`src/rtl/crp_pkg.sv`:
```
package crp_pkg;
  localparam int WORD_W   = 32;
  localparam int IDX_W    = 7;
  localparam int VAL_W    = 16;
  localparam int DIR_BIT  = 31;
  localparam int IDX_LSB  = 24;
  localparam int BUSY_BIT = 16;
  localparam int NEW_BIT  = 17;

  typedef struct packed {
    logic             rd;
    logic [IDX_W-1:0] idx;
    logic [VAL_W-1:0] val;
  } codec_cmd_t;
endpackage

```
`src/rtl/crp_host_decode.sv`:
```
module crp_host_decode
  import crp_pkg::*;
#(
  parameter int                ADDR_W   = 8,
  parameter logic [ADDR_W-1:0] CMD_OFS  = 'h0C,
  parameter logic [ADDR_W-1:0] STAT_OFS = 'h08
) (
  input  logic              host_wr,
  input  logic              host_rd,
  input  logic [ADDR_W-1:0] host_addr,
  input  logic [WORD_W-1:0] cmd_word,
  input  logic [WORD_W-1:0] stat_word,
  output logic              cmd_wr_hit,
  output logic              stat_rd_hit,
  output logic [WORD_W-1:0] host_rdata
);
  logic at_cmd, at_stat;

  assign at_cmd      = (host_addr == CMD_OFS);
  assign at_stat     = (host_addr == STAT_OFS);
  assign cmd_wr_hit  = host_wr & at_cmd;
  assign stat_rd_hit = host_rd & at_stat;

  always_comb begin
    if (at_cmd)       host_rdata = cmd_word;
    else if (at_stat) host_rdata = stat_word;
    else              host_rdata = '0;
  end
endmodule

```
`src/rtl/crp_cmd_slot.sv`:
```
module crp_cmd_slot
  import crp_pkg::*;
(
  input  logic             clk,
  input  logic             rst_n,
  input  logic             load,
  input  logic [WORD_W-1:0] wr_word,
  input  logic             cmd_ready,
  input  logic             rsp_take,
  output logic             pending,
  output codec_cmd_t       cmd,
  output logic             rd_wait,
  output logic [IDX_W-1:0] rd_wait_idx
);
  logic fire;
  logic unused_mid;

  assign fire       = pending & cmd_ready;
  assign unused_mid = ^wr_word[IDX_LSB-1:BUSY_BIT];

  always_ff @(posedge clk) begin
    if (!rst_n) begin
      pending     <= 1'b0;
      cmd         <= '0;
      rd_wait     <= 1'b0;
      rd_wait_idx <= '0;
    end else begin
      if (rsp_take) rd_wait <= 1'b0;
      if (fire) begin
        pending <= 1'b0;
        if (cmd.rd) begin
          rd_wait     <= 1'b1;
          rd_wait_idx <= cmd.idx;
        end
      end else if (load && !pending) begin
        pending <= 1'b1;
        cmd.rd  <= wr_word[DIR_BIT];
        cmd.idx <= wr_word[DIR_BIT-1:IDX_LSB];
        cmd.val <= wr_word[VAL_W-1:0];
      end
    end
  end
endmodule

```
`src/rtl/crp_status_slot.sv`:
```
module crp_status_slot
  import crp_pkg::*;
(
  input  logic             clk,
  input  logic             rst_n,
  input  logic             rsp_strobe,
  input  logic [IDX_W-1:0] rsp_index,
  input  logic [VAL_W-1:0] rsp_data,
  input  logic             rd_wait,
  input  logic [IDX_W-1:0] rd_wait_idx,
  input  logic             stat_rd_hit,
  output logic             rsp_take,
  output logic [VAL_W-1:0] stat_data,
  output logic             stat_valid,
  output logic             stat_new
);
  assign rsp_take = rsp_strobe & rd_wait & (rsp_index == rd_wait_idx);

  always_ff @(posedge clk) begin
    if (!rst_n) begin
      stat_data  <= '0;
      stat_valid <= 1'b0;
      stat_new   <= 1'b0;
    end else if (rsp_take) begin
      stat_data  <= rsp_data;
      stat_valid <= 1'b1;
      stat_new   <= 1'b1;
    end else if (stat_rd_hit) begin
      stat_new <= 1'b0;
    end
  end
endmodule

```
`src/rtl/codec_reg_port.sv`:
```
module codec_reg_port
  import crp_pkg::*;
#(
  parameter int                ADDR_W   = 8,
  parameter logic [ADDR_W-1:0] CMD_OFS  = 'h0C,
  parameter logic [ADDR_W-1:0] STAT_OFS = 'h08
) (
  input  logic              clk,
  input  logic              rst_n,
  input  logic              host_wr,
  input  logic              host_rd,
  input  logic [ADDR_W-1:0] host_addr,
  input  logic [31:0]       host_wdata,
  output logic [31:0]       host_rdata,
  output logic              cmd_valid,
  input  logic              cmd_ready,
  output logic [6:0]        cmd_index,
  output logic              cmd_read,
  output logic [15:0]       cmd_data,
  input  logic              rsp_strobe,
  input  logic [6:0]        rsp_index,
  input  logic [15:0]       rsp_data
);
  localparam int GAP_W = IDX_LSB - BUSY_BIT - 1;
  localparam int TOP_W = WORD_W - NEW_BIT - 1;

  logic             cmd_wr_hit, stat_rd_hit;
  logic             pending, rd_wait, rsp_take;
  logic [IDX_W-1:0] rd_wait_idx;
  codec_cmd_t       cmd;
  logic [VAL_W-1:0] stat_data;
  logic             stat_valid, stat_new;
  logic [WORD_W-1:0] cmd_word, stat_word;

  assign cmd_word  = {cmd.rd, cmd.idx, {GAP_W{1'b0}}, pending, cmd.val};
  assign stat_word = {{TOP_W{1'b0}}, stat_new, stat_valid, stat_data};

  assign cmd_valid = pending;
  assign cmd_index = cmd.idx;
  assign cmd_read  = cmd.rd;
  assign cmd_data  = cmd.val;

  crp_host_decode #(.ADDR_W(ADDR_W), .CMD_OFS(CMD_OFS), .STAT_OFS(STAT_OFS)) u_dec (
    .host_wr    (host_wr),
    .host_rd    (host_rd),
    .host_addr  (host_addr),
    .cmd_word   (cmd_word),
    .stat_word  (stat_word),
    .cmd_wr_hit (cmd_wr_hit),
    .stat_rd_hit(stat_rd_hit),
    .host_rdata (host_rdata)
  );

  crp_cmd_slot u_cmd (
    .clk        (clk),
    .rst_n      (rst_n),
    .load       (cmd_wr_hit),
    .wr_word    (host_wdata),
    .cmd_ready  (cmd_ready),
    .rsp_take   (rsp_take),
    .pending    (pending),
    .cmd        (cmd),
    .rd_wait    (rd_wait),
    .rd_wait_idx(rd_wait_idx)
  );

  crp_status_slot u_stat (
    .clk        (clk),
    .rst_n      (rst_n),
    .rsp_strobe (rsp_strobe),
    .rsp_index  (rsp_index),
    .rsp_data   (rsp_data),
    .rd_wait    (rd_wait),
    .rd_wait_idx(rd_wait_idx),
    .stat_rd_hit(stat_rd_hit),
    .rsp_take   (rsp_take),
    .stat_data  (stat_data),
    .stat_valid (stat_valid),
    .stat_new   (stat_new)
  );
endmodule

```
`config.mk`:
```
export PLATFORM = sky130hd
export DESIGN_NAME = codec_reg_port
export DESIGN_NICKNAME = d
export VERILOG_FILES = /design/src/rtl/crp_pkg.sv /design/src/rtl/crp_host_decode.sv /design/src/rtl/crp_cmd_slot.sv /design/src/rtl/crp_status_slot.sv /design/src/rtl/codec_reg_port.sv
export SDC_FILE = /design/constraint.sdc
export NUM_CORES = 1
export LEC_CHECK = 0
export ABC_AREA = 1
export BUFFER_PORTS_ARGS = -buffer_cell sky130_fd_sc_hd__buf_2
export CAP_MARGIN = 15
export CORE_MARGIN = 10
export CORE_UTILIZATION = 46
export DETAILED_ROUTE_END_ITERATION = 7
export GPL_TIMING_DRIVEN = 0
export PLACE_DENSITY = 0.83
export RECOVER_POWER = 100
export SLEW_MARGIN = 10
export SYNTH_ARGS = -nofsm -noshare
export SYNTH_HDL_FRONTEND = slang
export SYNTH_SLANG_ARGS = --single-unit
```
`constraint.sdc`:
```
create_clock -name clk -period 1.63 [get_ports clk]
set_clock_uncertainty 0.15 [all_clocks]
set_input_delay 0.326 -clock clk [delete_from_list [all_inputs] [get_ports clk]]
set_output_delay 0.326 -clock clk [all_outputs]
set_load 0.1 [all_outputs]
```
==> metrics.md, run 1 <==
| Metric | Value |
|---|---|
| Antenna violations before repair | 0 |
| Clock Path Buffers | 2 |
| ANT nets after route | 0 |
| Synth Flop Type | dfxtp_1 |
| Synth unique cells | 21 |
| Vias | approximately 3000 |
| Vias in the first global route | about 3200 |
| RSZ-0062 raised after global routing | yes |
| Final worst setup slack | -0.5173 ns |
| Ys async rst share | 0% |
| Crit-path max FO | 5 |
| Worst path max stage delay | 0.24 ns |
| PwrDens | around 580 mW/mm2 |
| Yosys warning total | 0 |
| Layout cells sized above 1 | 40.71% |
| Port Buffer Count | between 100 and 150 |
| Clock sinks | between 50 and 60 |
| Hold_buf cts | 0 |
| Storage cell area | 0.001051 mm2 |
| DP HPWL | around 6.7 mm |
| GRT Util Overall | about a fifth |
| Finished Core Util | between 80 and 90% |
| Most Crowded Layer GR | met2 |
| Final setup fails | 36 |
| Achievable Freq | 0.4657 GHz |
| Core Area | between 0.005 and 0.006 mm2 |
| VDD IR max | roughly 450 uV |
| Ports | 126 |
| Root Driver | clkbuf_8 |
| Worst Setup Start Kind | input port |
| Layout area overhead | 69.27% |
| Area of the multi-input gates | ~0.0015 mm2 |
| Routed wire length | between 9 and 10 mm |
| Max stage delay cell, worst path | clkbuf_16 |
| DR vias/cell | 5.041 |
| Fin crit period | 2.147 ns |
| Worst-Margin Slew | 0.5383 ns |
| Post-synthesis sequential area ratio | roughly two fifths |
| Largest net degree at the start of global routing | 16 |
| Lkg Pwr | ~2 nW |
| Class of the worst hold path | input port to flip-flop |
| Crit. End Element | output pin |
| Synthesized area | ~0.0025 mm2 |
| R2r startpoint | u_cmd.rd_wait_idx[2]$_SDFFE_PN0P_ |
| Syn_area_per_cell | ~6.4 um2 |
| Crit path arrival time | 1.67 ns |
| Detailed router's first-iteration violation count | approximately 130 |
| Starting density of the core | roughly half |
| Post-synth EDFFs | 0 |
| Delay-heaviest family, CP | buffers and inverters |
| Row count | 26 |
| Global-route met1 utilization | between 20% and 30% |
| Most instantiated library cell after synthesis | nand2_1 |
| Max-cap viol count | 0 |
| Bufs and invs on worst path | 4 |
| Global route total overflow | 0 |
| Critical Path, Cell by Cell | buf_4 -> nor2_4 -> nand3_4 -> nor2_4 -> clkinvlp_4 -> clkbuf_16 -> o21ai_4 -> buf_12 |
| Fin crit share | 131.7% |
| Fillers | ~340 |
| CP Launch Point | host_addr[5] |
| CTS clk-pin slew, worst paths | 0.09 ns |
| Final Hold Viols | 0 |
| Top post-synthesis cells by area | dfxtp_1, nand2_1, nor2_1, inv_1, o21ai_0 |
| Die height | approximately 94 um |
| CP required | between 1 and 1.5 ns |
| Synth area leader | dfxtp_1 |
| Synth top cells by count | nand2_1, nor2_1, dfxtp_1, inv_1, o21ai_0 |
| Chip width | about 94 um |
| Failing checks | negative setup slack |
| Most used cell, CP | nor2_4 |
| CP Class | input port to output pin |
| Clk_lat worst skew | between 0.3 and 0.4 ns |
| H-tree Lvls | 2 |
| Min-delay src | host_wdata[13] |
| Yosys top cell area share | between 40% and 50% |
| Syn Inst Count | slightly below 400 |
| Slew headroom | around 64% |
| Power after layout | 2.478 mW |
| Routed len/inst | 16.49 um |
| Synth Register Bits | 51 |
| Nets | 601 |
| First-pass GRT wire length | 14.93 mm |
| CTS Buf Count | 5 |
| N_diodes | 0 |
| CTS tree | built |
| Met2 Use GR | around two fifths |
| Routability Congestion | 0.8066 |
| Total Neg Setup Slack | -12.11 ns |
| GRT met3 Usage | between 8 and 9% |
| Drt drc | 0 |
| Status | complete, but fails checks |
| Die Area | about 0.009 mm2 |
| Fin. max-slew vios | 0 |
| DR pass1 iterations | 4 |
==> area by class of cell <==
| cell class | count | share of cell area [%] |
|---|---|---|
| Clock buffer | 6 | 1.929 |
| Inverter | 47 | 4.706 |
| Clock inverter | 2 | 0.8185 |
| Timing Repair Buffer | 126 | 25.69 |
| Multi-Input combinational cell | 277 | 35.63 |
| Sequential cell | 51 | 24.55 |
| Buffer | 24 | 4.619 |
| Tap cell | 70 | 2.046 |
==> cell families after synthesis <==
logic type | count (synthesis) | share of synthesized area (%)
and+or+nand+nor | 233 | 39.39
buffers and inverters | 71 | 12.52
DFF | 51 | 40.38
AOI/OAI and AO/OA | 38 | 7.571
other | 1 | 0.1483
==> cell usage in the layout, fill, tap and decap left out, types with 3 or more instances in the layout <==
cell      instances
inv_1            43
nor2_4           13
nand3_1          20
nand3b_1         16
clkbuf_1          4
conb_1            6
clkbuf_8          8
nor2_1           82
buf_4            19
o21ai_4          16
o21ai_0           8
dfxtp_2          24
buf_12           24
buf_8             4
a21oi_1          13
buf_6             7
buf_2            81
clkbuf_2          3
dfxtp_1          27
nand2_1          93
==> worst register-to-register path, cell delays in order, from the launching register on <==
cell	delay, ns
dfxtp_1	0.32
inv_1	0.07
nand2_1	0.05
nand2_1	0.09
nand3_2	0.07
nor2_2	0.37
buf_4	0.19
nand2_1	0.09
a21oi_1	0.21
==> final timing paths <==
check                                                         end  slack, ns  cells past startpoint
worst min register to register  u_cmd.rd_wait_idx[3]$_SDFFE_PN0P_       0.33                      2
worst min-delay path                   u_cmd.cmd[13]$_SDFFE_PN0P_       0.08                      3
worst max register to register     u_stat.stat_valid$_SDFFE_PN0P_      -0.07                      8
worst max-delay path                               host_rdata[10]      -0.52                      8
==> state kept, by name, indices dropped and copies added, names as in the netlist <==
name / flops
u_stat.stat_data: 16
u_cmd.cmd: 24
u_cmd.rd_wait_idx: 7
u_stat.stat_new: 1
u_cmd.pending: 1
u_cmd.rd_wait: 1
u_stat.stat_valid: 1
==> power by group <==
part           internal, mW  switching [mW]
clock                 0.497           0.444
sequential             1.25        0.000893
combinational         0.110           0.179
==> metrics by stage <==
step	cell area [um2]	hold WS (ns)	std cells	setup slack [ns]
final	4280	0.07665	603	-0.5173
after global routing	4280	0.08344	603	-0.5656
after CTS	4160	0.07577	593	-0.5036
after detailed placement	3535	0.3177	579	-0.9080
after global placement	3535	0.3028	579	-0.8638
after floorplan	2897	0.2881	399	-0.5679
==> per-layer routing <==
metal	routed length, um	share of wire [%]
met5	0	0
met4	247	2.5
met3	868	8.7
met2	5155	52
met1	3675	37
==> timing repair <==
action / in CTS / in global routing
hold endpoints to repair: 0 / 0
endpoints found under the setup margin: 31 / 48
buffers inserted: 4 / 9
resized for setup: 115 / 20
cloned: 2 / 1
pin swaps: 7 / 11
Power figures use the tool's default switching activity.
==> run 2: changes to the inputs <==
- ABC_AREA: 1 -> default
- CORE_UTILIZATION: 46 -> 45
==> metrics.md, run 2 <==
| Metric | Value |
|---|---|
| Synth Flop Type | dfxtp_1 |
| Status | complete, but fails checks |
| Max-cap viol count | 0 |
| Vias in the first global route | about 2600 |
| Row count | 26 |
| CTS tree | built |
| Worst-Margin Slew | 0.4980 ns |
| PwrDens | approximately 560 mW/mm2 |
| Ports | 126 |
| Largest net degree at the start of global routing | 15 |
| DR pass1 iterations | 4 |
| Detailed router's first-iteration violation count | 99 |
| Fin crit share | 141.4% |
| Achievable Freq | 0.4338 GHz |
| Antenna violations before repair | 0 |
| Fillers | around 340 |
| Root Driver | clkbuf_8 |
| Largest regs | u_cmd.cmd (24), u_stat.stat_data (16), u_cmd.rd_wait_idx (7) |
| Fin. max-slew vios | 0 |
| Synthesized area | roughly 0.0024 mm2 |
| Most frequent cells in the layout | nand2_1, buf_2, dfxtp_1, a21boi_0, buf_12 |
| Failing checks | negative setup slack |
| Post-synth EDFFs | 0 |
| Drt drc | 0 |
| Final instance area | 0.003926 mm2 |
| Finished Core Util | between 70% and 80% |
| Clock sinks | 51 |
| Most common cell after layout, fill and taps aside | nand2_1 |
| Yosys top cell area share | 43.22% |
| Global route total overflow | 0 |
| Layout area overhead | 66.21% |
| Synth top cells by count | nand2_1, dfxtp_1, a21boi_0, mux2i_1, a22o_2 |
| Crit path arrival time | ~1.8 ns |
| Synth unique cells | 27 |
| Routed wire length | 8.056 mm |
| Biggest register | u_cmd.cmd |
| Ys async rst share | 0% |
| Yosys warning total | 0 |
| Syn Inst Count | between 200 and 300 |
| Routability Congestion | roughly 0.82 |
| CP required | between 1 and 1.5 ns |
| Starting density of the core | approximately 46% |
| Layout cells sized above 1 | between 40% and 50% |
| Most instantiated library cell after synthesis | nand2_1 |
| GRT Util Overall | 18.71% |
| Vias | 2399 |
| Crit. End Element | output pin |
| Clock Path Buffers | 2 |
| CTS Buf Count | 5 |
| DR vias/cell | ~5 |
| Clock share of power | approximately 32% |
| DP HPWL | around 5.6 mm |
| Core Area | between 0.005 and 0.006 mm2 |
| Switching power | around 540 uW |
| H-tree Lvls | 2 |
| Chip width | a little over 90 um |
| Synth Register Bits | 51 |
| CP Class | input port to output pin |
| CTS clk-pin slew, worst paths | about 0.090 ns |
| Final worst setup slack | -0.6750 ns |
| Final setup fails | 52 |
| Synth area leader | dfxtp_1 |
| N_diodes | 0 |
| Slew headroom | between 60% and 70% |
| Worst Setup Start Kind | input port |
| Nets | between 400 and 500 |
| Syn_area_per_cell | 8.685 um2 |
| RSZ-0062 raised after global routing | yes |
| Area post-placement | approximately 0.0031 mm2 |
| Comb pwr share | 10.8% |
| WHS | 0.1083 ns |
| VDD IR max | roughly 420 uV |
| Power Internal | ~1.6 mW |
| First-pass GRT wire length | approximately 13 mm |
| Crit-path max FO | 10 |
| Class of the worst hold path | input port to flip-flop |
| Die height | just over 90 um |
| Reg power frac | between 50% and 60% |
| Routed len/inst | ~17 um |
| Power after layout | approximately 2.2 mW |
| Fin crit period | ~2.3 ns |
| Dpl ws | -1.222 ns |
| Net switching fraction of the power | between 20% and 30% |
| ANT nets after route | 0 |
| Post-synthesis sequential area ratio | 43.22% |
| Top post-synthesis cells by area | dfxtp_1, nand2_1, a21boi_0, mux2i_1, a22o_2 |
| Final Hold Viols | 0 |
| Die Area | about 0.0085 mm2 |
| Clk_lat worst skew | about 0.31 ns |
| Lkg Pwr | 1.680 nW |
| Hold_buf cts | 0 |
| Max FFs per register | 24 |
| Port Buffer Count | between 100 and 150 |
-- run 2: cell types whose count changed in the layout (fill, tap and decap cells not counted), sizes merged, moves of 3 or more --
cell	delta
a21boi	+33
o21ai	-23
nand3	-20
xnor2	+5
and2	+9
a21oi	-13
buf	-17
clkbuf	+15
inv	-45
nor4	+3
mux2i	+16
nor2	-97
a22o	+17
nand3b	-16
-- run 2: layer usage --
layer | global-route usage (%) | routed length [um] | share of wire [%]
met1 | 20.16 | 3107 | 39
met4 | 7.069 | 149 | 1.8
met5 | 0 | 0 | 0
met2 | 33.65 | 4154 | 52
met3 | 5.569 | 644 | 8.0
-- run 2: power groups by stage --
stage / Combinational (mW) / Clock, mW / Sequential [mW]
after global routing: 0.253 / 0.757 / 1.25
final: 0.236 / 0.703 / 1.25
after global placement: 0.220 / 0 / 1.27
after detailed placement: 0.222 / 0 / 1.27
after CTS: 0.230 / 0.720 / 1.24
after floorplan: 0.125 / 0 / 1.28
-- run 2: final timing paths --
path / startpoint / end / slack, ns / cells past startpoint
worst min register to register: u_stat.stat_data[3]$_SDFFE_PN0P_ / u_stat.stat_data[3]$_SDFFE_PN0P_ / 0.31 / 2
worst max register to register: u_cmd.rd_wait_idx[2]$_SDFFE_PN0P_ / u_stat.stat_data[5]$_SDFFE_PN0P_ / -0.10 / 6
worst max-delay path: host_addr[7] / host_rdata[11] / -0.67 / 7
worst min-delay path: rsp_data[6] / u_stat.stat_data[6]$_SDFFE_PN0P_ / 0.11 / 3
-- run 2: critical path: stages --
cell and delay [ns]:
buf_6 0.09, or4_4 0.56, nor4_4 0.18, buf_4 0.19, buf_12 0.15, a22o_4 0.15
buf_12 0.16
-- run 2: per-stage QoR --
stage,instances,setup TNS (ns)
2_1_floorplan,277,-17.36
3_3_place_gp,457,-43.13
3_5_place_dp,457,-44.42
4_1_cts,478,-18.12
5_1_grt,478,-22.17
6_report,478,-17.95
-- run 2: final cells by class --
cell class	count	area (um2)	area share, %
Multi-Input combinational cell	202	1415	36.04
Timing Repair Buffer	124	1145	29.16
Sequential cell	51	1028	26.20
Buffer	23	168.9	4.302
Tap cell	70	87.58	2.231
Clock buffer	7	76.32	1.944
Clock inverter	1	5.005	0.1275
-- run 2: cells by family (layout without fill, tap and decap cells) --
family | Yosys count | in the layout | share of synthesized area [%]
AND/OR/NAND/NOR | 120 | 120 | 22.93
AO/OA/AOI/OAI | 53 | 53 | 18.43
flip-flops | 51 | 51 | 43.22
buffers and inverters | 24 | 155 | 5.879
multiplexers | 16 | 16 | 6.780
XOR/XNOR | 7 | 7 | 2.595
other | 1 | 6 | 0.1587
-- run 2: timing repair --
item | CTS | global route
buffers inserted | 11 | 1
gates cloned | 3 | 0
resized for setup | 140 | 25
setup endpoints to repair | 68 | 79
pin swaps | 14 | 6
